$ cat config.mk
export PLATFORM = sky130hd
export DESIGN_NAME = falu_top
export DESIGN_NICKNAME = d
export VERILOG_FILES = /design/src/rtl/falu_pkg.sv /design/src/rtl/falu_operand_sel.sv /design/src/rtl/falu_shifter.sv /design/src/rtl/falu_compute.sv /design/src/rtl/falu_flag_reg.sv /design/src/rtl/falu_top.sv
export SDC_FILE = /design/constraint.sdc
export NUM_CORES = 1
export LEC_CHECK = 0
export ABC_AREA = 1
export BUFFER_PORTS_ARGS = -buffer_cell sky130_fd_sc_hd__buf_2
export CORE_MARGIN = 4
export CORE_UTILIZATION = 45
export CTS_CLUSTER_DIAMETER = 150
export DETAILED_ROUTE_END_ITERATION = 6
export PLACE_DENSITY = 0.61
export SYNTH_ARGS = -nofsm -noshare
export SYNTH_HDL_FRONTEND = slang
export SYNTH_SLANG_ARGS = --single-unit
$ cat constraint.sdc
create_clock -name clk -period 4.4 [get_ports clk]
set_input_delay 0.66 -clock clk [delete_from_list [all_inputs] [get_ports clk]]
set_output_delay 0.66 -clock clk [all_outputs]
set_load 0.03 [all_outputs]
$ cat src/rtl/falu_pkg.sv
package falu_pkg;

  typedef enum logic [3:0] {
    OP_NOT  = 4'd0,
    OP_AND  = 4'd1,
    OP_OR   = 4'd2,
    OP_XOR  = 4'd3,
    OP_ADD  = 4'd4,
    OP_SUB  = 4'd5,
    OP_MOV  = 4'd6,
    OP_CMP  = 4'd7,
    OP_SHR  = 4'd8,
    OP_SSHR = 4'd9,
    OP_SHL  = 4'd10
  } falu_op_e;

  localparam int FLAG_W = 5;
  localparam int FL_V = 4;
  localparam int FL_C = 3;
  localparam int FL_N = 2;
  localparam int FL_Z = 1;
  localparam int FL_X = 0;

  // packed order matches the status-word bit positions (v is bit 4)
  typedef struct packed {
    logic v;
    logic c;
    logic n;
    logic z;
    logic x;
  } falu_flags_t;

  typedef enum logic [1:0] {
    SH_RIGHT_LOG = 2'd0,
    SH_RIGHT_ARI = 2'd1,
    SH_LEFT      = 2'd2
  } falu_shmode_e;

  function automatic logic op_defined(input logic [3:0] op);
    return op <= OP_SHL;
  endfunction

endpackage

$ cat src/rtl/falu_operand_sel.sv
module falu_operand_sel
  import falu_pkg::*;
#(
  parameter int DATA_W = 16,
  parameter int IMM_W  = 4
) (
  input  logic [DATA_W-1:0] b_in,
  input  logic              use_imm,
  input  logic [3:0]        op,
  output logic [DATA_W-1:0] b_eff
);
  localparam int PAD_W = DATA_W - IMM_W;

  always_comb begin
    if (op == OP_NOT) begin
      b_eff = '0;                              // operand unused
    end else if (use_imm) begin
      b_eff = {{PAD_W{1'b0}}, b_in[IMM_W-1:0]}; // zero extension
    end else begin
      b_eff = b_in;
    end
  end
endmodule

$ cat src/rtl/falu_shifter.sv
module falu_shifter
  import falu_pkg::*;
#(
  parameter int DATA_W = 16,
  parameter int SH_W   = $clog2(DATA_W)
) (
  input  logic [DATA_W-1:0] a,
  input  logic [SH_W-1:0]   amt,
  input  falu_shmode_e      mode,
  output logic [DATA_W-1:0] y,
  output logic              carry
);
  // one guard bit beyond the word catches the last bit shifted out
  localparam int W1 = DATA_W + 1;

  logic [SH_W:0][W1-1:0] rchain;
  logic [SH_W:0][W1-1:0] lchain;
  logic                  fill;

  assign fill      = (mode == SH_RIGHT_ARI) ? a[DATA_W-1] : 1'b0;
  assign rchain[0] = {a, 1'b0};
  assign lchain[0] = {1'b0, a};

  for (genvar s = 0; s < SH_W; s++) begin : g_stage
    localparam int STEP = 1 << s;
    assign rchain[s+1] = amt[s] ? {{STEP{fill}}, rchain[s][W1-1:STEP]} : rchain[s];
    assign lchain[s+1] = amt[s] ? {lchain[s][W1-1-STEP:0], {STEP{1'b0}}} : lchain[s];
  end

  always_comb begin
    if (mode == SH_LEFT) begin
      y     = lchain[SH_W][DATA_W-1:0];
      carry = lchain[SH_W][DATA_W];
    end else begin
      y     = rchain[SH_W][W1-1:1];
      carry = rchain[SH_W][0];
    end
  end
endmodule

$ cat src/rtl/falu_compute.sv
module falu_compute
  import falu_pkg::*;
#(
  parameter int DATA_W = 16
) (
  input  logic [DATA_W-1:0] a,
  input  logic [DATA_W-1:0] b,
  input  logic [3:0]        op,
  output logic [DATA_W-1:0] result,
  output logic              wr_en,
  output falu_flags_t       flags,
  output logic              flags_ok
);
  localparam int SH_W = $clog2(DATA_W);
  localparam int MSB  = DATA_W - 1;

  logic [DATA_W:0]   sum_w;
  logic [DATA_W:0]   dif_w;
  logic [DATA_W-1:0] sh_y;
  logic              sh_c;
  falu_shmode_e      sh_mode;
  logic              c_bit;
  logic              v_bit;

  assign sum_w = {1'b0, a} + {1'b0, b};
  assign dif_w = {1'b0, a} - {1'b0, b};

  always_comb begin
    case (op)
      OP_SHL:  sh_mode = SH_LEFT;
      OP_SSHR: sh_mode = SH_RIGHT_ARI;
      default: sh_mode = SH_RIGHT_LOG;
    endcase
  end

  falu_shifter #(.DATA_W(DATA_W), .SH_W(SH_W)) u_shift (
    .a    (a),
    .amt  (b[SH_W-1:0]),
    .mode (sh_mode),
    .y    (sh_y),
    .carry(sh_c)
  );

  always_comb begin
    result   = '0;
    c_bit    = 1'b0;
    v_bit    = 1'b0;
    wr_en    = 1'b1;
    flags_ok = 1'b1;
    case (op)
      OP_NOT: result = ~a;
      OP_AND: result = a & b;
      OP_OR:  result = a | b;
      OP_XOR: result = a ^ b;
      OP_MOV: result = b;
      OP_ADD: begin
        result = sum_w[DATA_W-1:0];
        c_bit  = sum_w[DATA_W];
        v_bit  = (a[MSB] == b[MSB]) && (sum_w[MSB] != a[MSB]);
      end
      OP_SUB, OP_CMP: begin
        result = dif_w[DATA_W-1:0];
        c_bit  = dif_w[DATA_W];
        v_bit  = (a[MSB] != b[MSB]) && (dif_w[MSB] != a[MSB]);
        wr_en  = (op != OP_CMP);
      end
      OP_SHR, OP_SSHR, OP_SHL: begin
        result = sh_y;
        c_bit  = sh_c;
      end
      default: begin
        wr_en    = 1'b0;
        flags_ok = 1'b0;
      end
    endcase
  end

  assign flags.v = v_bit;
  assign flags.c = c_bit;
  assign flags.n = result[MSB];
  assign flags.z = (result == '0);
  assign flags.x = (result == '1);
endmodule

$ cat src/rtl/falu_flag_reg.sv
module falu_flag_reg
  import falu_pkg::*;
(
  input  logic        clk,
  input  logic        rst_n,
  input  logic        load,
  input  falu_flags_t d,
  output falu_flags_t q
);
  always_ff @(posedge clk or negedge rst_n) begin
    if (!rst_n) begin
      q <= '0;
    end else if (load) begin
      q <= d;
    end
  end

  // without a load the register keeps its value
  assert_flags_hold_R9: assert property (@(posedge clk) disable iff (!rst_n)
    !load |=> $stable(q));
endmodule

$ cat src/rtl/falu_top.sv
module falu_top
  import falu_pkg::*;
#(
  parameter int DATA_W = 16,
  parameter int IMM_W  = 4
) (
  input  logic              clk,
  input  logic              rst_n,
  input  logic [DATA_W-1:0] op_a,
  input  logic [DATA_W-1:0] op_b,
  input  logic              use_imm,
  input  logic [3:0]        op_code,
  input  logic              flag_en,
  output logic [DATA_W-1:0] result,
  output logic              wr_en,
  output logic [FLAG_W-1:0] flags_q
);
  logic [DATA_W-1:0] b_eff;
  falu_flags_t       flags_d;
  falu_flags_t       flags_r;
  logic              flags_ok;

  falu_operand_sel #(.DATA_W(DATA_W), .IMM_W(IMM_W)) u_opsel (
    .b_in   (op_b),
    .use_imm(use_imm),
    .op     (op_code),
    .b_eff  (b_eff)
  );

  falu_compute #(.DATA_W(DATA_W)) u_core (
    .a       (op_a),
    .b       (b_eff),
    .op      (op_code),
    .result  (result),
    .wr_en   (wr_en),
    .flags   (flags_d),
    .flags_ok(flags_ok)
  );

  falu_flag_reg u_flags (
    .clk  (clk),
    .rst_n(rst_n),
    .load (flag_en && flags_ok),
    .d    (flags_d),
    .q    (flags_r)
  );

  assign flags_q = flags_r;

  assert_cmp_no_wb_R3: assert property (@(posedge clk) disable iff (!rst_n)
    (op_code == OP_CMP) |-> !wr_en);

  assert_undef_quiet_R8: assert property (@(posedge clk) disable iff (!rst_n)
    !op_defined(op_code) |-> (!wr_en && result == '0));

  assert_undef_flags_R8: assert property (@(posedge clk) disable iff (!rst_n)
    !op_defined(op_code) |=> $stable(flags_q));

  assert_zero_flag_R6: assert property (@(posedge clk) disable iff (!rst_n)
    (flag_en && op_defined(op_code)) |=> (flags_q[FL_Z] == ($past(result) == '0)));

  assert_zx_exclusive_R6: assert property (@(posedge clk) disable iff (!rst_n)
    !(flags_q[FL_Z] && flags_q[FL_X]));

  assert_logic_clear_R7: assert property (@(posedge clk) disable iff (!rst_n)
    (flag_en && (op_code <= OP_XOR || op_code == OP_MOV)) |=> (!flags_q[FL_C] && !flags_q[FL_V]));

  assert_shift_no_v_R7: assert property (@(posedge clk) disable iff (!rst_n)
    (flag_en && op_code >= OP_SHR && op_code <= OP_SHL) |=> !flags_q[FL_V]);
endmodule

==> impl_metrics.csv, run 1 <==
group,metric,value,unit
drt,drt-initial-drc-count,820,
cts,clock-sinks,5,
worst_setup_path,worstReg2RegEnd,"u_flags.q[3]",
worst_setup_path,worstSetupEndpointType,"output port",
sta,final.setup.tns,0,ns
global_route,antenna_found_initial,0,
cells_and_area,fin_cells,1135,
sta,clock_skew,0,ns
worst_setup_path,crit_required,3.74,ns
logic_synthesis,synth_area,4960,um2
cts,cts_tree,"built",
power_and_ir_drop,ir_drop,0.113,mV
global_route,grt_pass1_wl,31400,um
drt,drc,0,
logic_synthesis,yosys_warnings,0,
logic_synthesis,synthTopCellsByCount,"281 x nand2_1, 191 x nand3_1, 111 x inv_1, 78 x nor2_1, 52 x ha_1",
logic_synthesis,synth_area_leader_cell,"nand2_1",
logic_synthesis,yosys.area_share.simple,54.4,%
drt,wl_per_cell,17.3,um
cells_and_area,area_delta_synth_final,7.97,%
sta,final.min_clock_period,4.19,ns
cts,root_buffer,"clkbuf_8",
logic_synthesis,synth_most_common_cell,"nand2_1",
power_and_ir_drop,p_sw,523,uW
cts,clockBufferDepth,2,
sta,finalSetupViolCount,0,
worst_setup_path,reg2reg_depth,2,
cts,cts_setup_buffers,0,
global_route,grt_overflow,0,
drt,routed_via_density,5.85,
power_and_ir_drop,p_per_area,158,nW/um2
placed_design,place_inst,1131,
sta,min_period_over_period,95.3,%
worst_setup_path,reg2reg_slack,3.69,ns
worst_setup_path,startpoint,"op_code[1]",
logic_synthesis,yosys.cell_types.count,46,
logic_synthesis,synth_edf_count,0,
worst_hold_path,worstHoldPathType,"input pin to asynchronous set/reset pin",
cts,path_clk_slew,0.04,ns
sta,worst_slew_pin_slew,0.528,ns
cells_and_area,fin_nets,1089,
logic_synthesis,synth_compound_area_share,14.8,%
floorplanning,die_h,113,um
placed_design,hpwlAfterDp,15500,um
outcome,status,"complete, no violations",
logic_synthesis,seq_area_frac_synth,2.52,%
worst_setup_path,rr_startpoint,"u_flags.q[3]",
logic_synthesis,synthFlopType,"dfrtp_1",
logic_synthesis,synth_xor_area_share,0.353,%
drt,antenna_left,0,
worst_setup_path,cp_max_fo,18,
logic_synthesis,ys_seq_elements,5,
logic_synthesis,synth_fa_ha_area_share,13.5,%
power_and_ir_drop,p_seq_share,6.3,%
cts,clk_latency,0.22,ns
cts,cts_buffers,3,
sta,finalHoldViolCount,0,
logic_synthesis,syn_inst,952,
placed_design,place_congestion,1.02,
floorplanning,die_area,12800,um2
floorplanning,fp-row-count,38,
sta,max_freq,0.238,GHz
cells_and_area,biggestRegsByFlops,"u_flags.q (5)",
logic_synthesis,syn_area_per_cell,5.21,um2
cells_and_area,largest_register_ffs,5,
global_route,grt_max_degree,37,
logic_synthesis,synthMuxAreaShare,0,%
floorplanning,start_util,45.8,%
power_and_ir_drop,p_leak,0.00296,uW
power_and_ir_drop,p_comb_share,83.9,%
logic_synthesis,synth_area_leaders,"nand2_1 21%, nand3_1 19%, ha_1 13%",
logic_synthesis,yosys.area.top_type_share,21.3,%
worst_setup_path,endpoint,"result[8]",
logic_synthesis,synthArstFlopShare,100,%
sta,rsz0062_at_grt,"no",
floorplanning,io_pins,62,
cells_and_area,final_layout_size_suffix_gt1_share,10.7,%
sta,slew_headroom,64.8,%
floorplanning,core-area,10800,um2
cts,htree_levels,1,
worst_setup_path,crit_arrival,3.53,ns
cts,cts_hold_buf,0,
drt,vias,6642,
power_and_ir_drop,internal_power,323,uW
power_and_ir_drop,swShare,61.8,%
global_route,grt_pass1_vias,6168,
cells_and_area,max_flop_register,"u_flags.q",
cts,cts-resized-gates,0,
cells_and_area,diodes,0,
worst_setup_path,startpoint_type,"input pin",
placed_design,portBuffers,61,
floorplanning,die_x,113,um
sta,slew_violations,0,
drt,dr.pass1.iters,6,
global_route,track_usage,30.1,%
logic_synthesis,synth_top_family_by_area,"simple AND/OR/NAND/NOR gates",
drt,wirelength,19600,um
power_and_ir_drop,clockPowerShare,9.8,%
run,max-cap-violations,0,
logic_synthesis,syn_nets,1045,
worst_setup_path,crit_type,"input pin to output port",
layer usage:
metal	global-route usage [%]	wire length [um]
met1	41.1	8270
met2	48.9	8780
met5	0	0
met4	12.7	918
met3	2.09	1660
cell type report:
class / count / area [um2]
Fill cell: 1253 / 5480
Multi-Input combinational cell: 788 / 4130
Inverter: 122 / 465
Timing Repair Buffer: 76 / 418
Tap cell: 140 / 175
Sequential cell: 5 / 125
Clock buffer: 4 / 45.0
worst max-delay path, cell delays in order:
cell,delay (ns)
buf_2,0.13
nor2_2,0.18
nand2_4,0.07
buf_4,0.22
nand2_1,0.11
inv_1,0.07
ha_1,0.22
fa_1,0.42
inv_1,0.15
nand3_1,0.09
nand2_1,0.14
nand4_1,0.15
nand2_1,0.10
nand2_1,0.05
nand3_1,0.08
nand2_1,0.07
nor2_1,0.24
nand2_1,0.17
buf_2,0.22
metrics by stage:
| step | total power [uW] | instance area [um2] | setup WS [ns] | hold slack (ns) | utilization (%) |
|---|---|---|---|---|---|
| after floorplan | 554 | 4960 | 0.854 | 0.364 | - |
| after global placement | 747 | 5310 | 0.252 | 0.462 | 49.0 |
| after detailed placement | 745 | 5310 | 0.280 | 0.462 | 49.0 |
| after CTS | 832 | 5360 | 0.273 | 0.244 | 49.4 |
| after global routing | 927 | 5360 | 0.00384 | 0.245 | 49.4 |
| final | 846 | 5360 | 0.205 | 0.243 | 49.4 |
power by group through the flow:
| stage | Sequential [uW] | Combinational, uW | Clock [uW] |
|---|---|---|---|
| 2_1_floorplan | 62.6 | 492 | 0 |
| 3_3_place_gp | 53.4 | 694 | 0 |
| 3_5_place_dp | 53.5 | 692 | 0 |
| 4_1_cts | 53.0 | 694 | 84.8 |
| 5_1_grt | 53.6 | 784 | 89.3 |
| 6_report | 53.0 | 710 | 83.3 |
worst min path at each step:
stage / startpoint / to / cells after the start
after floorplan: rst_n / u_flags.q[0] / 0
after global placement: u_flags.q[2] / u_flags.q[2] / 2
after detailed placement: u_flags.q[2] / u_flags.q[2] / 2
after CTS: rst_n / u_flags.q[0] / 1
after global routing: rst_n / u_flags.q[0] / 1
final: rst_n / u_flags.q[0] / 1
cell usage in the layout (no fill, tap or decap), drive strengths merged:
cell,instances
buf,76
a31oi,6
nand3b,2
clkinv,2
nand4,26
a21oi,46
xor2,2
o22ai,13
a211oi,2
o2111ai,5
o21a,1
nand3,196
o21bai,4
o221ai,1
o211a,1
inv,120
a221oi,2
nor4,1
or2,1
o21ai,37
o211ai,6
and3,1
fa,1
nand2,287
a22oi,1
nor3,10
ha,52
o2bb2ai,1
nor2,82
clkbuf,4
dfrtp,5
a21o,1
cells by family (layout without fill, tap and decap cells):
family,after synthesis,after routing
simple gates,606,606
buf+inv,159,202
compound gates,127,127
fa+ha+maj,53,53
flops,5,5
xor+xnor,2,2
No activity file was read; power rests on OpenSTA's default activity.
==> run 2, diff against run 1 <==
--- a/config.mk
+++ b/config.mk
@@ -5,7 +5,6 @@
 export SDC_FILE = /design/constraint.sdc
 export NUM_CORES = 1
 export LEC_CHECK = 0
-export ABC_AREA = 1
 export BUFFER_PORTS_ARGS = -buffer_cell sky130_fd_sc_hd__buf_2
 export CORE_MARGIN = 4
 export CORE_UTILIZATION = 45
==> run 2 against run 1 <==
  * Sequential power increased by 0.8%
  * Clock power is 79% higher
  * Sequential cell count stayed put
  * Register-to-register slack improved by 0.03 ns
  * Synthesized area rose by 12%
  * Critical path type unchanged
==> impl_metrics.csv, run 2 <==
group,metric,value,unit
sta,min_period_over_period,99.5,%
drt,drt-initial-drc-count,1065,
outcome,status,"complete, no violations",
floorplanning,die_area,14200,um2
global_route,grt_pass1_vias,7167,
worst_setup_path,crit_arrival,3.72,ns
global_route,antenna_found_initial,0,
floorplanning,io_pins,62,
logic_synthesis,syn_area_per_cell,6.87,um2
logic_synthesis,synthArstFlopShare,100,%
logic_synthesis,yosys.cell_types.count,90,
sta,max_freq,0.228,GHz
cells_and_area,most-common-layout-cells,"159 x buf_4, 73 x a21oi_1, 65 x nand2_1, 58 x nor2_1, 55 x inv_1",
cts,clk_latency,0.23,ns
sta,worst_slew_pin_slew,0.836,ns
cts,cts_tree,"built",
cts,cts_buffers,3,
drt,routed_via_density,6.67,
floorplanning,die_x,119,um
cells_and_area,biggestRegsByFlops,"u_flags.q (5)",
cells_and_area,largest_register_ffs,5,
worst_setup_path,crit_path_cell_trace,"buf_8 > nor4_4 > nor2_4 > nand2_1 > ha_1 > or4_4 > a41oi_2 > o2111ai_2 > nand2_2 > nor4_1 > or4_1 > a21oi_2 > inv_2 > buf_6",
drt,vias,7586,
floorplanning,start_util,46.0,%
drt,wl_per_cell,24.1,um
worst_hold_path,worstHoldPathType,"input pin to asynchronous set/reset pin",
logic_synthesis,synthTopCellsByCount,"74 x a21oi_1, 70 x nand2_1, 60 x inv_1, 59 x nor2_1, 52 x ha_1",
worst_setup_path,cp_max_fo,7,
logic_synthesis,synth_edf_count,0,
cts,path_clk_slew,0.03,ns
sta,finalHoldViolCount,0,
placed_design,place_inst,1119,
sta,rsz0062_at_grt,"yes",
logic_synthesis,yosys_warnings,0,
logic_synthesis,seq_area_frac_synth,2.26,%
placed_design,hpwlAfterDp,21300,um
worst_setup_path,cp_top_family,"simple AND/OR/NAND/NOR gates",
logic_synthesis,ys_seq_elements,5,
power_and_ir_drop,total_power,1290,uW
global_route,grt_max_degree,44,
cells_and_area,area_delta_synth_final,35.7,%
sta,slew_headroom,44.1,%
worst_setup_path,worstSetupEndpointType,"output port",
cts,htree_levels,1,
logic_synthesis,synth_area_leaders,"ha_1 12%, a21oi_1 6.7%, nand2_1 4.7%",
sta,slew_violations,0,
cells_and_area,final_common_cell,"buf_4",
sta,finalSetupViolCount,0,
cells_and_area,fin_nets,1064,
worst_setup_path,slowest_delay,0.52,ns
cells_and_area,fin_cells,1138,
worst_setup_path,slowest_stage,"or4_1",
floorplanning,die_h,119,um
cts,clock-sinks,5,
drt,drc,0,
logic_synthesis,synthFlopType,"dfrtp_1",
cells_and_area,final_layout_size_suffix_gt1_share,34.7,%
placed_design,place_congestion,1.05,
global_route,track_usage,36.8,%
logic_synthesis,syn_nets,901,
floorplanning,fp-row-count,40,
power_and_ir_drop,ir_drop,0.105,mV
sta,clock_skew,0,ns
drt,dr.pass1.iters,6,
drt,wirelength,27400,um
worst_setup_path,cp_num_buf_inv,3,
cts,cts_hold_buf,0,
run,max-cap-violations,0,
worst_setup_path,startpoint_type,"input pin",
drt,antenna_left,0,
logic_synthesis,synth_most_common_cell,"a21oi_1",
logic_synthesis,synth_area,5550,um2
global_route,grt_pass1_wl,41600,um
global_route,grt_overflow,0,
worst_setup_path,crit_required,3.74,ns
worst_setup_path,crit_type,"input pin to output port",
cts,root_buffer,"clkbuf_16",
logic_synthesis,yosys.area.top_type_share,11.7,%
power_and_ir_drop,p_leak,0.00338,uW
cts,clockBufferDepth,2,
sta,final.min_clock_period,4.38,ns
logic_synthesis,synth_area_leader_cell,"ha_1",
logic_synthesis,syn_inst,808,
cells_and_area,max_flop_register,"u_flags.q",
cells_and_area,diodes,0,
placed_design,portBuffers,61,
power_and_ir_drop,p_per_area,172,nW/um2
floorplanning,core-area,12100,um2
## run 2: cell count changes in the layout (fill, tap and decap cells not counted), sizes merged, moves of 11 or more
| cell | change |
|---|---|
| nand3 | -176 |
| nand2 | -217 |
| nand4 | -20 |
| nor2 | -23 |
| a21oi | +32 |
| o21ai | +13 |
| buf | +151 |
| or4 | +12 |
| inv | -58 |
| mux2i | +19 |
| nand2b | +15 |
| a211oi | +26 |
| a221oi | +11 |
| nor2b | +11 |
## run 2: power breakdown
part,internal (uW),leakage [uW],switching (uW)
Combinational,454,0.00328,636
Sequential,50.9,0.0000643,2.50
Clock,120,0.0000382,29.3
Total,625,0.00338,668
## run 2: cell families after synthesis
kind of cell / synth area share (%)
compound gates: 41.6
xor+xnor: 1.89
simple gates: 23.6
buf+inv: 11.5
fa+ha+maj: 12.1
mux: 7.08
flops: 2.26
## run 2: what timing repair did
item                                    in CTS  in global routing
pin swaps                                   13                 40
buffers inserted                             3                 12
gates resized for setup                     18                 58
endpoints found under the setup margin       7                  8
## run 2: cell type report
cell class	instances	area, um2
tap	168	210
multi-input combinational	670	5230
timing repair buffer	227	1640
sequential	5	125
fill	1091	4530
clock buffer	4	78.8
inverter	64	249
## run 2: metal layers
metal / GRT usage, % / up-vias / share of wire, %
li1: - / 3383 / -
met1: 49.6 / 3572 / 41
met2: 58.0 / 529 / 44
met3: 7.88 / 102 / 11
met4: 12.8 / 0 / 4.2
met5: 0 / - / 0
## run 2: final timing paths
path / from / slack [ns] / end / depth (start not counted)
worst max register to register: u_flags.q[2] / 3.72 / u_flags.q[2] / 2
worst max-delay path: op_code[3] / 0.02 / result[15] / 14
worst min-delay path: rst_n / 0.24 / u_flags.q[1] / 1
max in group asynchronous: rst_n / 4.02 / u_flags.q[4] / 1
min in group clk: u_flags.q[0] / 0.48 / u_flags.q[0] / 2
worst min register to register: u_flags.q[0] / 0.48 / u_flags.q[0] / 2
## run 2: through the flow
step                cell area (um2)  utilization, %  setup slack (ns)  setup TNS (ns)  hold WS, ns
floorplan                      5800               -           -0.0669          -0.114        0.364
detailed placement             6990            58.0            -0.330           -1.70        0.465
finish                         7530            62.4            0.0230               0        0.243
global route                   7530            62.4           -0.0770          -0.133        0.248
global placement               6990            58.0            -0.284           -1.20        0.460
CTS                            7190            59.6           -0.0181         -0.0181        0.243
==> run 3, diff against run 2 <==
--- a/config.mk
+++ b/config.mk
@@ -11,6 +11,7 @@
 export CTS_CLUSTER_DIAMETER = 150
 export DETAILED_ROUTE_END_ITERATION = 6
 export PLACE_DENSITY = 0.61
+export REMOVE_ABC_BUFFERS = 1
 export SYNTH_ARGS = -nofsm -noshare
 export SYNTH_HDL_FRONTEND = slang
 export SYNTH_SLANG_ARGS = --single-unit
==> run 3 against run 2 <==
  * The run now ends with negative setup slack left
  * Core utilization grew 0.21 points
  * Clock power grew 3%
  * Non-clock buffer count grew 6
  * Count of clock-buffer cells in the layout is the same
  * Worst setup slack lost 0.076 ns
  * Critical path depth grew 2
  * Hold slack gained 0.0022 ns
  * Register-to-register slack gained 0.02 ns
  * Sequential cell count is the same
  * Sequential power is essentially flat
  * Die area is the same
  * Largest cell class unchanged
  * Largest power group unchanged
  * Highest routed layer is now met5
==> impl_metrics.csv, run 3 (synthesized netlist as in run 2, its figures left out) <==
group,metric,value,unit
outcome,violations,"negative setup slack",
sta,slew_violations,0,
worst_setup_path,crit_type,"input pin to output port",
cells_and_area,fin_nets,1070,
cells_and_area,multi_input_area,5200,um2
worst_setup_path,worstReg2RegEnd,"u_flags.q[2]",
cells_and_area,fillers,1113,
cells_and_area,final_common_cell,"buf_4",
placed_design,place_inst,1121,
placed_design,place_congestion,1.07,
floorplanning,start_util,46.0,%
cts,clk_latency,0.23,ns
sta,clock_skew,0,ns
sta,finalSetupViolCount,2,
placed_design,dpl-instance-area,6820,um2
worst_setup_path,reg2reg_depth,2,
floorplanning,die_area,14200,um2
cts,cts_tree,"built",
worst_setup_path,slowest_stage,"or4_4",
cts,cts_hold_buf,0,
cts,clock-sinks,5,
global_route,grt_overflow,0,
worst_setup_path,rr_startpoint,"u_flags.q[2]",
worst_setup_path,cp_max_fo,6,
sta,worst_slew_pin_slew,0.683,ns
placed_design,portBuffers,61,
cells_and_area,area_delta_synth_final,36.2,%
placed_design,hpwlAfterDp,21300,um
global_route,track_usage,37.5,%
floorplanning,core-area,12100,um2
run,max-cap-violations,0,
worst_setup_path,crit_required,3.74,ns
sta,final.min_clock_period,4.45,ns
worst_hold_path,worstHoldPathType,"input pin to asynchronous set/reset pin",
floorplanning,die_x,119,um
cts,htree_levels,1,
drt,wirelength,28300,um
cts,root_buffer,"clkbuf_16",
drt,wl_per_cell,24.8,um
cells_and_area,regArea,125,um2
global_route,grt_pass1_wl,42000,um
power_and_ir_drop,ir_drop,0.112,mV
drt,vias,7706,
power_and_ir_drop,p_per_area,172,nW/um2
drt,drc,0,
drt,antenna_left,0,
worst_setup_path,worstSetupEndpointType,"output port",
cells_and_area,biggestRegsByFlops,"u_flags.q (5)",
drt,drt-initial-drc-count,1061,
floorplanning,fp-row-count,40,
cts,cts_buffers,3,
global_route,antenna_found_initial,1,
sta,slew_headroom,54.5,%
cells_and_area,fin_area,7550,um2
sta,finalHoldViolCount,0,
drt,routed_via_density,6.74,
cts,clockBufferDepth,2,
floorplanning,io_pins,62,
global_route,grt_pass1_vias,7401,
worst_setup_path,slowest_delay,0.57,ns
cells_and_area,final_layout_size_suffix_gt1_share,34.8,%
sta,rsz0062_at_grt,"yes",
sta,setup_slack,-0.0535,ns
worst_setup_path,startpoint_type,"input pin",
worst_setup_path,reg2reg_slack,3.74,ns
cts,path_clk_slew,0.03,ns
global_route,grt_max_degree,52,
cells_and_area,diodes,0,
worst_setup_path,crit_arrival,3.79,ns
cells_and_area,fin_cells,1144,
outcome,status,"complete, but fails checks",
power_and_ir_drop,p_leak,0.00341,uW
power_and_ir_drop,total_power,1300,uW
floorplanning,die_h,119,um
sta,min_period_over_period,101,%
cells_and_area,largest_register_ffs,5,
worst_setup_path,crit_path_cell_trace,"buf_8 > nor4_4 > buf_4 > nor2_4 > buf_6 > nand2_4 > ha_4 > or4_4 > a41oi_2 > o2111ai_2 > nand2_2 > nor4_2 > or4_1 > a21oi_2 > inv_1 > buf_6",
worst_setup_path,cp_common_cell,"buf_6",
cells_and_area,most-common-layout-cells,"166 x buf_4, 71 x a21oi_1, 63 x nand2_1, 59 x inv_1, 57 x nor2_1",
sta,max_freq,0.225,GHz
drt,dr.pass1.iters,6,
cells_and_area,max_flop_register,"u_flags.q",
[run 3: changes by cell type in the layout (fill, tap and decap cells not counted), sizes merged]
| cell | delta |
|---|---|
| buf | +5 |
| clkbuf | +1 |
[run 3: area by class of cell]
cell class / instances / area share, %
Clock buffer: 4 / 1.04
Inverter: 64 / 3.26
Multi-Input combinational cell: 670 / 68.8
Sequential cell: 5 / 1.66
Tap cell: 168 / 2.78
Timing Repair Buffer: 233 / 22.4
[run 3: report_power, final]
| group | total, uW | internal [uW] | leakage [uW] | switching (uW) |
|---|---|---|---|---|
| clock network | 153 | 120 | 0.0000382 | 32.8 |
| logic | 1090 | 451 | 0.00331 | 641 |
| registers | 53.3 | 50.9 | 0.0000643 | 2.38 |
| total | 1300 | 622 | 0.00341 | 677 |
[run 3: per-stage QoR]
stage          hold WS, ns  setup slack (ns)  util [%]  TNS [ns]
5_1_grt              0.252            -0.166      62.6    -0.404
4_1_cts              0.249           0.00305      59.6         0
3_5_place_dp         0.470            -0.612      56.6     -4.39
2_1_floorplan        0.364            -0.626         -     -2.61
3_3_place_gp         0.472            -0.526      56.6     -3.28
6_report             0.245           -0.0535      62.6   -0.0741
[run 3: how the worst max path moves through the flow]
stage / slack (ns) / endpoint / depth (start not counted) / from
3_5_place_dp: -0.61 / u_flags.q[1] / 14 / op_code[1]
5_1_grt: -0.17 / result[15] / 16 / op_code[1]
2_1_floorplan: -0.63 / u_flags.q[1] / 11 / op_code[1]
6_report: -0.05 / result[15] / 16 / op_code[1]
4_1_cts: 0.003 / result[10] / 19 / op_code[3]
3_3_place_gp: -0.53 / result[15] / 16 / op_code[0]
[run 3: worst max-delay path: cells and delay by family]
| family | cells | cell delay, ns |
|---|---|---|
| AO/OA/AOI/OAI | 3 | 0.66 |
| adder cells (fa/ha/maj) | 1 | 0.21 |
| buffers and inverters | 5 | 0.66 |
| AND/OR/NAND/NOR | 7 | 1.58 |
[run 3: routing by layer]
metal	global-route usage, %	routed length (um)	vias up
li1	-	-	3400
met1	47.4	10700	3580
met2	58.5	12400	585
met3	9.21	3460	139
met4	19.9	1720	2
met5	0	19	-
[run 3: what timing repair did]
item                                    4_1_cts  5_1_grt
pin swaps                                    18       23
buffers inserted                             10        8
resized for setup                            42       61
endpoints found under the setup margin       12       10
cloned                                        0        1
